$ cat config.mk
export PLATFORM = sky130hd
export DESIGN_NAME = clk_stop_ctrl
export DESIGN_NICKNAME = d
export VERILOG_FILES = /design/src/rtl/csg_pkg.sv /design/src/rtl/csg_sync.sv /design/src/rtl/csg_seq.sv /design/src/rtl/csg_lane.sv /design/src/rtl/clk_stop_ctrl.sv
export SDC_FILE = /design/constraint.sdc
export NUM_CORES = 1
export LEC_CHECK = 0
export ABC_AREA = 1
export BUFFER_PORTS_ARGS = -buffer_cell sky130_fd_sc_hd__buf_2
export CORE_AREA = 2 2 97 99
export DETAILED_ROUTE_END_ITERATION = 8
export DIE_AREA = 0 0 99 101
export GPL_TIMING_DRIVEN = 0
export SLEW_MARGIN = 40
export SYNTH_ARGS = -nofsm -noshare
export SYNTH_HDL_FRONTEND = slang
export SYNTH_SLANG_ARGS = --single-unit
$ cat constraint.sdc
create_clock -name clk -period 2.45 [get_ports clk]
set_clock_uncertainty 0.15 [all_clocks]
set_input_delay 0.1225 -clock clk [delete_from_list [all_inputs] [get_ports clk]]
set_output_delay 0.1225 -clock clk [all_outputs]
set_load 0.02 [all_outputs]
$ cat src/rtl/csg_pkg.sv
package csg_pkg;
    typedef enum logic [1:0] {
        LN_STOPPED  = 2'b00,
        LN_RUNNING  = 2'b01,
        LN_STOPPING = 2'b10
    } lane_st_e;

    typedef enum logic [1:0] {
        SEQ_WAIT   = 2'b00,
        SEQ_SETTLE = 2'b01,
        SEQ_RUN    = 2'b10
    } seq_e;
endpackage

$ cat src/rtl/csg_sync.sv
module csg_sync #(
    parameter int   W       = 1,
    parameter logic RST_VAL = 1'b0
) (
    input  logic         clk,
    input  logic         rst_n,
    input  logic [W-1:0] din,
    output logic [W-1:0] dout
);
    logic [W-1:0] meta_q;
    logic [W-1:0] sync_q;

    always_ff @(posedge clk or negedge rst_n) begin
        if (!rst_n) begin
            meta_q <= {W{RST_VAL}};
            sync_q <= {W{RST_VAL}};
        end else begin
            meta_q <= din;
            sync_q <= meta_q;
        end
    end

    assign dout = sync_q;
endmodule

$ cat src/rtl/csg_seq.sv
module csg_seq
    import csg_pkg::*;
#(
    parameter int STRAP_W    = 4,
    parameter int SETTLE_CYC = 25773
) (
    input  logic               clk,
    input  logic               rst_n,
    input  logic               pg_s,
    input  logic [STRAP_W-1:0] strap_i,
    output logic [STRAP_W-1:0] strap_q,
    output logic               ready
);
    localparam int CW = $clog2(SETTLE_CYC + 1);

    typedef struct packed {
        seq_e               ph;
        logic [CW-1:0]      cnt;
        logic [STRAP_W-1:0] strap;
    } seq_t;

    seq_t s_d, s_q;

    always_comb begin
        s_d = s_q;
        unique case (s_q.ph)
            SEQ_WAIT: begin
                if (pg_s) begin
                    s_d.ph    = SEQ_SETTLE;
                    s_d.cnt   = '0;
                    s_d.strap = strap_i;
                end
            end
            SEQ_SETTLE: begin
                if (s_q.cnt == CW'(SETTLE_CYC - 1)) begin
                    s_d.ph = SEQ_RUN;
                end else begin
                    s_d.cnt = s_q.cnt + 1'b1;
                end
            end
            SEQ_RUN: s_d.ph = SEQ_RUN;
            default: s_d.ph = SEQ_WAIT;
        endcase
    end

    always_ff @(posedge clk or negedge rst_n) begin
        if (!rst_n) begin
            s_q <= '{ph: SEQ_WAIT, cnt: '0, strap: '0};
        end else begin
            s_q <= s_d;
        end
    end

    assign strap_q = s_q.strap;
    assign ready   = (s_q.ph == SEQ_RUN);
endmodule

$ cat src/rtl/csg_lane.sv
module csg_lane
    import csg_pkg::*;
(
    input  logic     clk,
    input  logic     rst_n,
    input  logic     go,
    input  logic     park_tri,
    output logic     t,
    output logic     drv,
    output lane_st_e st
);
    typedef struct packed {
        lane_st_e st;
        logic     t;
        logic     drv;
    } lane_t;

    lane_t l_d, l_q;

    always_comb begin
        l_d = l_q;
        if (go) begin
            l_d.t   = ~l_q.t;
            l_d.st  = LN_RUNNING;
            l_d.drv = 1'b1;
        end else if (l_q.t) begin
            l_d.t   = 1'b0;
            l_d.st  = LN_STOPPING;
            l_d.drv = 1'b1;
        end else begin
            l_d.t   = 1'b0;
            l_d.st  = LN_STOPPED;
            l_d.drv = ~park_tri;
        end
    end

    always_ff @(posedge clk or negedge rst_n) begin
        if (!rst_n) begin
            l_q <= '{st: LN_STOPPED, t: 1'b0, drv: 1'b1};
        end else begin
            l_q <= l_d;
        end
    end

    assign t   = l_q.t;
    assign drv = l_q.drv;
    assign st  = l_q.st;
endmodule

$ cat src/rtl/clk_stop_ctrl.sv
module clk_stop_ctrl
    import csg_pkg::*;
#(
    parameter int N_CPU      = 2,
    parameter int N_PCI      = 2,
    parameter int N_REQ      = 2,
    parameter int STRAP_W    = 4,
    parameter int SETTLE_CYC = 25773,
    localparam int N_OUT     = N_CPU + N_PCI + N_REQ
) (
    input  logic               clk,
    input  logic               rst_n,
    input  logic               pwr_ok,
    input  logic [STRAP_W-1:0] strap_i,
    input  logic               cpu_stop_n,
    input  logic               pci_stop_n,
    input  logic [N_REQ-1:0]   clk_req_n,
    input  logic               pwr_down_n,
    input  logic [N_OUT-1:0]   cfg_oe,
    input  logic [N_PCI-1:0]   cfg_pci_gate,
    input  logic [N_CPU-1:0]   cfg_cpu_stop_tri,
    input  logic [2:0]         cfg_pd_tri,
    output logic [STRAP_W-1:0] strap_q,
    output logic               outs_ready,
    output logic [N_OUT-1:0]   out_t,
    output logic [N_OUT-1:0]   out_c,
    output logic [N_OUT-1:0]   out_drv,
    output logic [2*N_OUT-1:0] out_state
);
    localparam int SW = 3 + N_REQ;

    logic [SW-1:0]    pins_s;
    logic             pg_s;
    logic             cpu_run_s, pci_run_s, pd_act;
    logic [N_REQ-1:0] req_s_n;

    csg_sync #(.W(SW), .RST_VAL(1'b1)) u_pin_sync (
        .clk  (clk),
        .rst_n(rst_n),
        .din  ({clk_req_n, pwr_down_n, pci_stop_n, cpu_stop_n}),
        .dout (pins_s)
    );

    csg_sync #(.W(1), .RST_VAL(1'b0)) u_pg_sync (
        .clk  (clk),
        .rst_n(rst_n),
        .din  (pwr_ok),
        .dout (pg_s)
    );

    assign cpu_run_s = pins_s[0];
    assign pci_run_s = pins_s[1];
    assign pd_act    = ~pins_s[2];
    assign req_s_n   = pins_s[SW-1:3];

    csg_seq #(.STRAP_W(STRAP_W), .SETTLE_CYC(SETTLE_CYC)) u_seq (
        .clk    (clk),
        .rst_n  (rst_n),
        .pg_s   (pg_s),
        .strap_i(strap_i),
        .strap_q(strap_q),
        .ready  (outs_ready)
    );

    for (genvar i = 0; i < N_OUT; i++) begin : g_lane
        logic     go, park_tri;
        lane_st_e st;

        if (i < N_CPU) begin : g_cpu
            assign go       = outs_ready & cfg_oe[i] & ~pd_act & cpu_run_s;
            assign park_tri = outs_ready & (pd_act ? cfg_pd_tri[0]
                                           : (~cfg_oe[i] | cfg_cpu_stop_tri[i]));
        end else if (i < N_CPU + N_PCI) begin : g_pci
            assign go       = outs_ready & cfg_oe[i] & ~pd_act
                              & (pci_run_s | ~cfg_pci_gate[i-N_CPU]);
            assign park_tri = outs_ready & pd_act & cfg_pd_tri[1];
        end else begin : g_req
            assign go       = outs_ready & cfg_oe[i] & ~pd_act
                              & ~req_s_n[i-N_CPU-N_PCI];
            assign park_tri = outs_ready & (pd_act ? cfg_pd_tri[2] : cfg_oe[i]);
        end

        csg_lane u_lane (
            .clk     (clk),
            .rst_n   (rst_n),
            .go      (go),
            .park_tri(park_tri),
            .t       (out_t[i]),
            .drv     (out_drv[i]),
            .st      (st)
        );

        assign out_c[i]           = out_drv[i] & ~out_t[i];
        assign out_state[2*i +: 2] = st;
    end
endmodule

==> results of run 1 <==
cell type report:
type / instances / area [um2]
clock inverters: 3 / 65.1
inverters: 41 / 154
well taps: 111 / 139
clock buffers: 12 / 155
flip-flops and latches: 57 / 1450
repair buffers: 84 / 548
plain buffers: 22 / 164
fillers: 871 / 5420
multi-input cells: 178 / 883
final timing paths:
path | to | slack, ns | cells past startpoint
min in group asynchronous | g_lane[1].u_lane.st[0] | 0.24 | 2
max reg2reg | g_lane[0].u_lane.drv | 0.35 | 9
max | g_lane[0].u_lane.drv | 0.35 | 9
min reg2reg | u_pg_sync.dout | 0.20 | 0
min | u_pg_sync.dout | 0.20 | 0
max in group asynchronous | u_seq.s_q[5] | 1.46 | 2
registers in the layout, indices dropped and copies added, names as in the netlist:
name / flops
u_seq.s_q: 17
g_lane.u_lane.st: 12
g_lane.u_lane.drv: 6
g_lane.u_lane.t: 6
u_pin_sync.dout: 5
u_pin_sync.meta_q: 5
u_seq.strap_q: 4
u_pg_sync.dout: 1
u_pg_sync.meta_q: 1
synth_stat cells, drive strengths merged:
| master | count | area, um2 |
|---|---|---|
| dfstp | 16 | 420 |
| nand4 | 7 | 43.8 |
| a21oi | 4 | 20.0 |
| nand2 | 61 | 229 |
| nor4 | 2 | 12.5 |
| or2 | 1 | 6.26 |
| a21o | 1 | 7.51 |
| inv | 41 | 154 |
| mux2 | 4 | 45.0 |
| ha | 6 | 75.1 |
| o21ai | 24 | 139 |
| nor3 | 2 | 10.0 |
| o21bai | 1 | 7.51 |
| nor2 | 40 | 158 |
| dfrtp | 41 | 1030 |
| nand3 | 25 | 130 |
| buf | 21 | 160 |
| clkbuf | 1 | 3.75 |
layout by cell type, fill, tap and decap left out, drive strengths merged:
| master | count |
|---|---|
| or2 | 1 |
| nand4 | 7 |
| o21bai | 1 |
| dfrtp | 41 |
| ha | 6 |
| nand2 | 61 |
| mux2 | 4 |
| o21ai | 24 |
| buf | 80 |
| bufinv | 2 |
| clkinv | 1 |
| inv | 41 |
| clkbuf | 13 |
| nor2 | 40 |
| dfstp | 16 |
| nand3 | 25 |
| nor4 | 2 |
| dlygate4sd3 | 25 |
| nor3 | 2 |
| a21oi | 4 |
| a21o | 1 |
power breakdown:
group | switching, mW | leakage (nW) | internal, mW
registers | 0.0653 | 0.721 | 1.08
logic | 0.569 | 0.953 | 0.420
clock network | 0.343 | 0.112 | 0.621
total | 0.977 | 1.79 | 2.13
cell families (layout without fill, tap and decap cells):
family	Yosys count	count (layout)	share of synthesized area
AO/OA/AOI/OAI	30	30	0.0657
buffers and inverters	63	162	0.120
AND/OR/NAND/NOR	138	138	0.223
flip-flops	57	57	0.546
adder cells (fa/ha/maj)	6	6	0.0284
multiplexers	4	4	0.0170
critical path, cell delays in order (launching register included):
cell and delay [ns]:
dfrtp_1 0.37, inv_1 0.09, ha_1 0.28, nand2_1 0.08
inv_1 0.05, nand3_1 0.08, inv_1 0.07, nor4_1 0.18
o21ai_0 0.12, dlygate4sd3_1 0.57
metrics by stage:
step,hold slack [ns],power [mW]
6_report,0.196,3.10
5_1_grt,0.206,3.31
4_1_cts,0.198,3.15
3_5_place_dp,0.0667,2.12
3_3_place_gp,0.0790,2.11
2_1_floorplan,-0.323,1.85
per-layer routing:
metal,global-route usage,wire length [um],vias up
met4,0.0411,61,0
met5,0,0,-
met1,0.122,2230,976
met2,0.179,2450,45
li1,-,-,1114
met3,0.0437,308,4
==> key figures, run 1 <==
Hold path
  – Worst Hold Launch: u_pg_sync.meta_q
  – HP Class: register to register

Routing
  – WL per Instance: 9.94 um
  – DRT Wirelength: between 5000 and 6000 um
  – Antenna Violating Nets Remaining: 0
  – Pre-Repair DR Iteration Count: 4
  – Via density per instance: 4.21
  – Vias: 2139
  – 1st-iter DRT viols: 76
  – Drc violations: 0

Synthesis
  – #FFs+latches synth: 57
  – Net count after synthesis: approximately 330
  – Cells after synthesis: 298
  – Synth warn: 0
  – Library cells used by synthesis: 24
  – Register area share after synthesis: 0.546
  – Average instance area after synthesis: between 8 and 9 um2
  – Synth Cell Area: 2650 um2

Worst setup path
  – CP startpoint: u_seq.s_q[19]
  – Setup Crit Path Kind: register to register
  – Setup crit end kind: register
  – Critical Path AT: 2.20 ns
  – CP Max Fanout: 5
  – RR Startpoint: u_seq.s_q[19]
  – Startpoint types: register
  – Worst path required time: between 2 and 3 ns

Clock tree
  – Root buf cell: clkbuf_8
  – Setup bufs post-CTS: 0
  – CTS tree: built
  – TritonCTS buffer count: 9
  – Clk Latency, worst-skew pair: 0.33 ns
  – PostCTS Resize Cnt: 0
  – CTS sink cnt: 57
  – H-tree levels: 3
  – Clock transition at path regs: 0.06 ns
  – Hold_buf cts: 25
  – Clk buf depth: 2

Pwr
  – Leakage: 1.79 nW
  – Power per cell area: 873 nW/um2
  – VDD IR max: 0.000294 V

Layout
  – Final core occ: 0.396
  – Share of cells above drive strength 1: 0.317
  – Antenna diode count: 0
  – Fin cells: 508
  – Design Area, Final: 3550 um2
  – Area growth from synthesis to layout: 34.3%
  – Nets: 424

Run status
  – Status: complete, no violations

Floorplan
  – Row cnt: 35
  – Die Wd: 99 um
  – I/O pin total: 60
  – Core ar.: roughly 9000 um2
  – Die Area: roughly 10000 um2
  – Initial core utilization: 0.295
  – DIE HEIGHT: 101 um

Global route
  – Vias in the first global route: between 1500 and 2000
  – Initial antenna violation count: 0
  – First-pass GRT wire length: 8480 um
  – GRT Overall Usage: 0.107
  – Remaining Overflow, GRT: 0
  – Largest net degree at the start of global routing: 58

Timing
  – Max-slew violations: 0
  – Final setup margin: about 0.35 ns
  – Max Freq: 476 MHz
  – Final period utilization: 0.858
  – Slew headroom: 0.550
  – Worst-margin pin slew: 0.675 ns
  – RSZ-0062 raised after global routing: false
  – Tmin final: 2.10 ns
  – Setup TNS: 0 ns
  – Fin. Hold Viols: 0
  – Final setup fails: 0

Flow run
  – Max cap viols: 0

Placement
  – Placed cell count: 468
  – Place WS: approximately 0.63 ns
  – Dpl cell area: 3080 um2
  – Port buffer count: a little under 60
  – Final HPWL DP: 3610 um
  – GP Congestion: 0.879
Power figures use the tool's default switching activity.
==> run 2: changes to the inputs <==
--- a/config.mk
+++ b/config.mk
@@ -14,4 +14,5 @@
 export SLEW_MARGIN = 40
 export SYNTH_ARGS = -nofsm -noshare
 export SYNTH_HDL_FRONTEND = slang
+export SYNTH_HIERARCHICAL = 1
 export SYNTH_SLANG_ARGS = --single-unit
==> key figures, run 2 <==
Run status
  – Status: complete, no violations

Synthesis
  – Synth Cell Area: 2610 um2
  – Count leader, synth: nand2_1
  – Synth area leaders: dfrtp_1 39%, dfstp_2 16%, nand2_1 8.9%, nor2_1 7.2%, inv_1 6.0%
  – Synth top area share: 0.393
  – Cells after synthesis: between 200 and 300
  – #FFs+latches synth: 57
  – Post-synth EDFFs: 0
  – Synth warn: 6
  – Register area share after synthesis: 0.555
  – Average instance area after synthesis: 8.72 um2
  – Area leader, netlist: dfrtp_1
  – Post-synthesis async set-or-reset flop share: 1.00
  – Synth cell count leaders: 62 x nand2_1, 50 x nor2_1, 42 x inv_1
  – Net count after synthesis: 329
  – Most used DFF post-synth: dfrtp_1
  – Library cells used by synthesis: 26

Timing
  – RSZ-0062 raised after global routing: false
  – Worst hold margin: ~0.024 ns
  – Final setup margin: 0.408 ns
  – Max Freq: 490 MHz
  – Max-slew violations: 0
  – Setup TNS: 0 ns
  – Final period utilization: 0.833
  – Fin. Hold Viols: 0
  – Final setup fails: 0
  – Tmin final: about 2.0 ns
  – Slew headroom: 0.525
  – Worst-margin pin slew: roughly 0.71 ns

Worst setup path
  – Startpoint types: register
  – Setup Crit Path Kind: register to register
  – Setup crit end kind: register
  – Critical Path AT: 2.16 ns
  – Worst path required time: 2.57 ns
  – R2R depth: 8
  – CP Max Fanout: 8

Hold path
  – WHS Path Cells: 6
  – HP Class: input pin to register

Routing
  – M1 WL: 2480 um
  – Antenna Violating Nets Remaining: 0
  – WL per Instance: roughly 11 um
  – DRT Wirelength: 5450 um
  – Pre-Repair DR Iteration Count: 4
  – Met2 WL post-DR: 2580 um
  – Vias: between 2000 and 2500
  – Via density per instance: 4.31
  – WL met3: 309 um
  – Highest metal used: met4
  – Drc violations: 0
  – 1st-iter DRT viols: 107

Layout
  – Commonest non-fill, non-tap cell in the layout: nand2_1
  – FILL cells: around 890
  – Antenna diode count: 0
  – Most frequent cells in the layout: 62 x nand2_1, 59 x buf_2, 50 x nor2_1
  – Top reg by flops: u_seq/s_q
  – Share of cells above drive strength 1: 0.296
  – Fin cells: 510
  – Max FFs per register: 17
  – Nets: between 400 and 500
  – Area growth from synthesis to layout: 34.8%

Floorplan
  – Die Area: 10000 um2
  – Initial core utilization: 0.290
  – Die Wd: 99 um
  – Core ar.: 8980 um2
  – I/O pin total: 60
  – Row cnt: 35
  – DIE HEIGHT: 101 um

Clock tree
  – CTS tree: built
  – PostCTS Resize Cnt: 0
  – Root buf cell: clkbuf_8
  – TritonCTS buffer count: 9
  – Clock transition at path regs: 0.07 ns
  – CTS sink cnt: 57
  – Clk Latency, worst-skew pair: around 0.33 ns
  – H-tree levels: 3
  – Clk buf depth: 2

Placement
  – Place WS: 0.601 ns
  – Placed cell count: approximately 470
  – Port buffer count: 59
  – Final HPWL DP: 3690 um
  – GP Congestion: 0.864

Global route
  – Initial antenna violation count: 0
  – Vias in the first global route: 2036
  – GRT Overall Usage: 0.116
  – First-pass GRT wire length: 9170 um
  – Largest net degree at the start of global routing: 58
  – Remaining Overflow, GRT: 0

Flow run
  – Max cap viols: 0

Pwr
  – VDD IR max: 0.000349 V
  – Leakage: 1.72 nW
  – Power per cell area: 896 nW/um2
[run 2: changes by cell type after synthesis, sizes merged, moves of 2 or more]
cell,change
nand4,-3
nor2,+13
nand3,-2
nand2,+5
inv,+2
a21oi,+2
buf,-12
nor4,-2
[run 2: what timing repair did]
action | in CTS | in global routing
hold endpoints to repair | 73 | 0
hold buffers | 25 | 0
buffers inserted | 0 | 0
endpoints found under the setup margin | 0 | 0
[run 2: area by class of cell]
type	instances	area, um2	area share
sequential	57	1450	0.412
multi-input combinational	189	915	0.260
timing repair buffer	84	548	0.156
inverter	44	165	0.0470
clock buffer	11	141	0.0402
tap	111	139	0.0395
buffer	9	81.3	0.0231
clock inverter	5	78.8	0.0224
[run 2: critical path, cell delays in order (launching register included)]
cell	delay, ns
dfrtp_1	0.40
inv_1	0.09
ha_1	0.37
nand2_2	0.16
nand2_1	0.12
nand2_1	0.05
dlygate4sd3_1	0.55
inv_1	0.05
nand2_1	0.05
[run 2: metal layers]
layer / GRT usage / vias up
met5: 0 / -
met4: 0.0506 / 0
met3: 0.0361 / 9
met2: 0.192 / 52
met1: 0.139 / 1016
li1: - / 1119
[run 2: through the flow]
step / cell area (um2) / power, mW / utilization
2_1_floorplan: 2610 / 1.88 / -
3_3_place_gp: 3040 / 2.15 / 0.339
3_5_place_dp: 3040 / 2.16 / 0.339
4_1_cts: 3510 / 3.21 / 0.391
5_1_grt: 3510 / 3.34 / 0.391
6_report: 3510 / 3.15 / 0.391
[run 2: final timing paths]
kind / from / to / slack [ns]
min in group asynchronous: rst_n / g_lane[5].u_lane/st[1] / 0.23
hold reg to reg: u_pg_sync/meta_q / u_pg_sync/dout / 0.20
hold / removal: cfg_pci_gate[0] / g_lane[2].u_lane/t / 0.02
setup / recovery: u_seq/s_q[19] / g_lane[1].u_lane/drv / 0.41
max in group asynchronous: rst_n / u_seq/strap_q[3] / 1.44
setup reg to reg: u_seq/s_q[19] / g_lane[1].u_lane/drv / 0.41
[run 2: cells by family after synthesis]
logic type / after synthesis / synth area share
flops: 57 / 0.555
fa+ha+maj: 5 / 0.0240
compound gates: 31 / 0.0677
buf+inv: 53 / 0.0945
simple gates: 149 / 0.242
mux: 4 / 0.0173
[run 2: report_power, final]
group	internal, mW	switching, mW
sequential	1.09	0.0685
combinational	0.413	0.611
clock	0.599	0.371
total	2.10	1.05
==> run 3: changes to the inputs <==
==> constraint.sdc (replaced) <==
create_clock -name clk -period 1.6 [get_ports clk]
set_clock_uncertainty 0.15 [all_clocks]
set_input_delay 0.08 -clock clk [delete_from_list [all_inputs] [get_ports clk]]
set_output_delay 0.08 -clock clk [all_outputs]
set_load 0.02 [all_outputs]
==> key figures, run 3 (synthesis results as in run 2) <==
Floorplan
  – Row cnt: 35
  – Die Wd: between 90 and 100 um
  – Die Area: 10000 um2
  – DIE HEIGHT: slightly above 100 um
  – I/O pin total: 60
  – Core ar.: 8980 um2
  – Initial core utilization: 0.290

Global route
  – First-pass GRT wire length: 9490 um
  – Vias in the first global route: 2110
  – Layer with the highest usage: met2
  – Grt met3 use: 0.0465
  – GRT Overall Usage: 0.120
  – Initial antenna violation count: 0
  – Largest net degree at the start of global routing: 58
  – Met2 Use GR: 0.208
  – Met1 usage: 0.140
  – Remaining Overflow, GRT: 0

Timing
  – Worst hold margin: 0.186 ns
  – Max Freq: 605 MHz
  – Max-slew violations: 0
  – Worst-margin pin slew: 0.707 ns
  – Slew headroom: 0.529
  – Tmin final: 1.65 ns
  – Final period utilization: 1.03
  – Fin. Hold Viols: 0
  – RSZ-0062 raised after global routing: true
  – Final setup fails: 14
  – Setup TNS: -0.413 ns
  – Final setup margin: -0.0536 ns

Worst setup path
  – Setup Crit Path Kind: register to register
  – Critical-path cell list: inv_2 -> ha_2 -> nand3_2 -> nor2_4 -> nand3_2 -> nand3_4 -> buf_8 -> clkbuf_16 -> o21ai_1
  – CP Max Fanout: 6
  – Worst path required time: 1.67 ns
  – CP max stage delay: 0.39 ns
  – CP dominant cell by count: nand3_2
  – Startpoint types: register
  – Critical Path AT: 1.73 ns
  – Reg-to-reg setup timing slack: -0.05 ns
  – Max stage delay cell, worst path: dfrtp_1
  – RR Startpoint: u_seq/s_q[4]
  – R2R depth: 9
  – Reg2reg end: u_seq/s_q[12]
  – Setup crit end kind: register

Clock tree
  – Root buf cell: clkbuf_8
  – TritonCTS buffer count: 9
  – CTS tree: built
  – CTS sink cnt: 57
  – Clk Latency, worst-skew pair: 0.34 ns
  – Clk buf depth: 2
  – H-tree levels: 3
  – Clock transition at path regs: 0.07 ns

Flow run
  – Max cap viols: 0

Placement
  – Final HPWL DP: 3650 um
  – Port buffer count: between 50 and 60
  – Place WS: -0.232 ns
  – Placed cell count: roughly 470
  – GP Congestion: 0.876

Layout
  – Area growth from synthesis to layout: 45.8%
  – Top reg by flops: u_seq/s_q
  – Antenna diode count: 0
  – Final core occ: 0.424
  – Nets: 436
  – FILL cells: 867
  – Share of cells above drive strength 1: 0.418
  – Fin cells: 522
  – Most frequent cells in the layout: 58 x buf_2, 51 x nand2_1, 43 x nor2_1
  – Max FFs per register: 17
  – Commonest non-fill, non-tap cell in the layout: buf_2

Routing
  – Pre-Repair DR Iteration Count: 4
  – Via density per instance: about 4.3
  – WL per Instance: 11.2 um
  – Vias: between 2000 and 2500
  – 1st-iter DRT viols: 96
  – Drc violations: 0
  – DRT Wirelength: around 5900 um
  – Antenna Violating Nets Remaining: 0

Pwr
  – Leakage: 1.81 nW
  – VDD IR max: 0.000669 V
  – Power per cell area: 1390 nW/um2

Run status
  – Violated checks: setup timing
  – Status: complete, but fails checks

Hold path
  – HP Class: input pin to async pin
## run 3: per-layer routing
layer / vias up / share of wire
li1: 1145 / -
met1: 1014 / 0.43
met2: 69 / 0.50
met3: 6 / 0.062
met4: 0 / 0.0084
met5: - / 0
## run 3: how the worst max path moves through the flow
stage	from	to	slack, ns	cells after the start
2_1_floorplan	u_seq/s_q[20]	u_seq/s_q[8]	0.009	9
6_report	u_seq/s_q[4]	u_seq/s_q[12]	-0.05	9
5_1_grt	u_seq/s_q[4]	u_seq/s_q[16]	-0.11	10
3_5_place_dp	u_seq/s_q[20]	u_seq/s_q[15]	-0.23	8
4_1_cts	u_seq/s_q[5]	u_seq/s_q[10]	-0.04	9
3_3_place_gp	u_seq/s_q[20]	u_seq/s_q[9]	-0.20	9
## run 3: cell type report
type / instances / area [um2] / share of cell area
sequential: 57 / 1450 / 0.382
multi-input combinational: 189 / 1080 / 0.283
timing repair buffer: 96 / 669 / 0.176
inverter: 44 / 170 / 0.0448
tap: 111 / 139 / 0.0365
clock buffer: 10 / 138 / 0.0362
buffer: 9 / 91.3 / 0.0240
clock inverter: 6 / 66.3 / 0.0174
## run 3: through the flow
| step | cell area (um2) | total power, mW |
|---|---|---|
| floorplan | 2610 | 2.88 |
| global placement | 3050 | 3.30 |
| detailed placement | 3050 | 3.33 |
| CTS | 3600 | 5.02 |
| global route | 3800 | 5.62 |
| finish | 3800 | 5.29 |
## run 3: power breakdown
group | switching [mW] | internal (mW) | total [mW]
clock network | 0.603 | 0.762 | 1.37
registers | 0.103 | 1.67 | 1.77
logic | 1.17 | 0.984 | 2.16
total | 1.88 | 3.41 | 5.29
## run 3: repair_timing
item / 4_1_cts / 5_1_grt
setup buffers: 7 / 5
hold endpoints to repair: 75 / 0
hold buffers: 24 / 0
gates resized for setup: 12 / 48
pin swaps: 2 / 4
endpoints found under the setup margin: 26 / 37
gates cloned: 0 / 1
## run 3: critical path, delay by kind of cell, from the launching register on
family	cells	cell delay, ns
AO/OA/AOI/OAI	1	0.06
buffers and inverters	3	0.38
flip-flops	1	0.39
adder cells (fa/ha/maj)	1	0.17
AND/OR/NAND/NOR	4	0.40
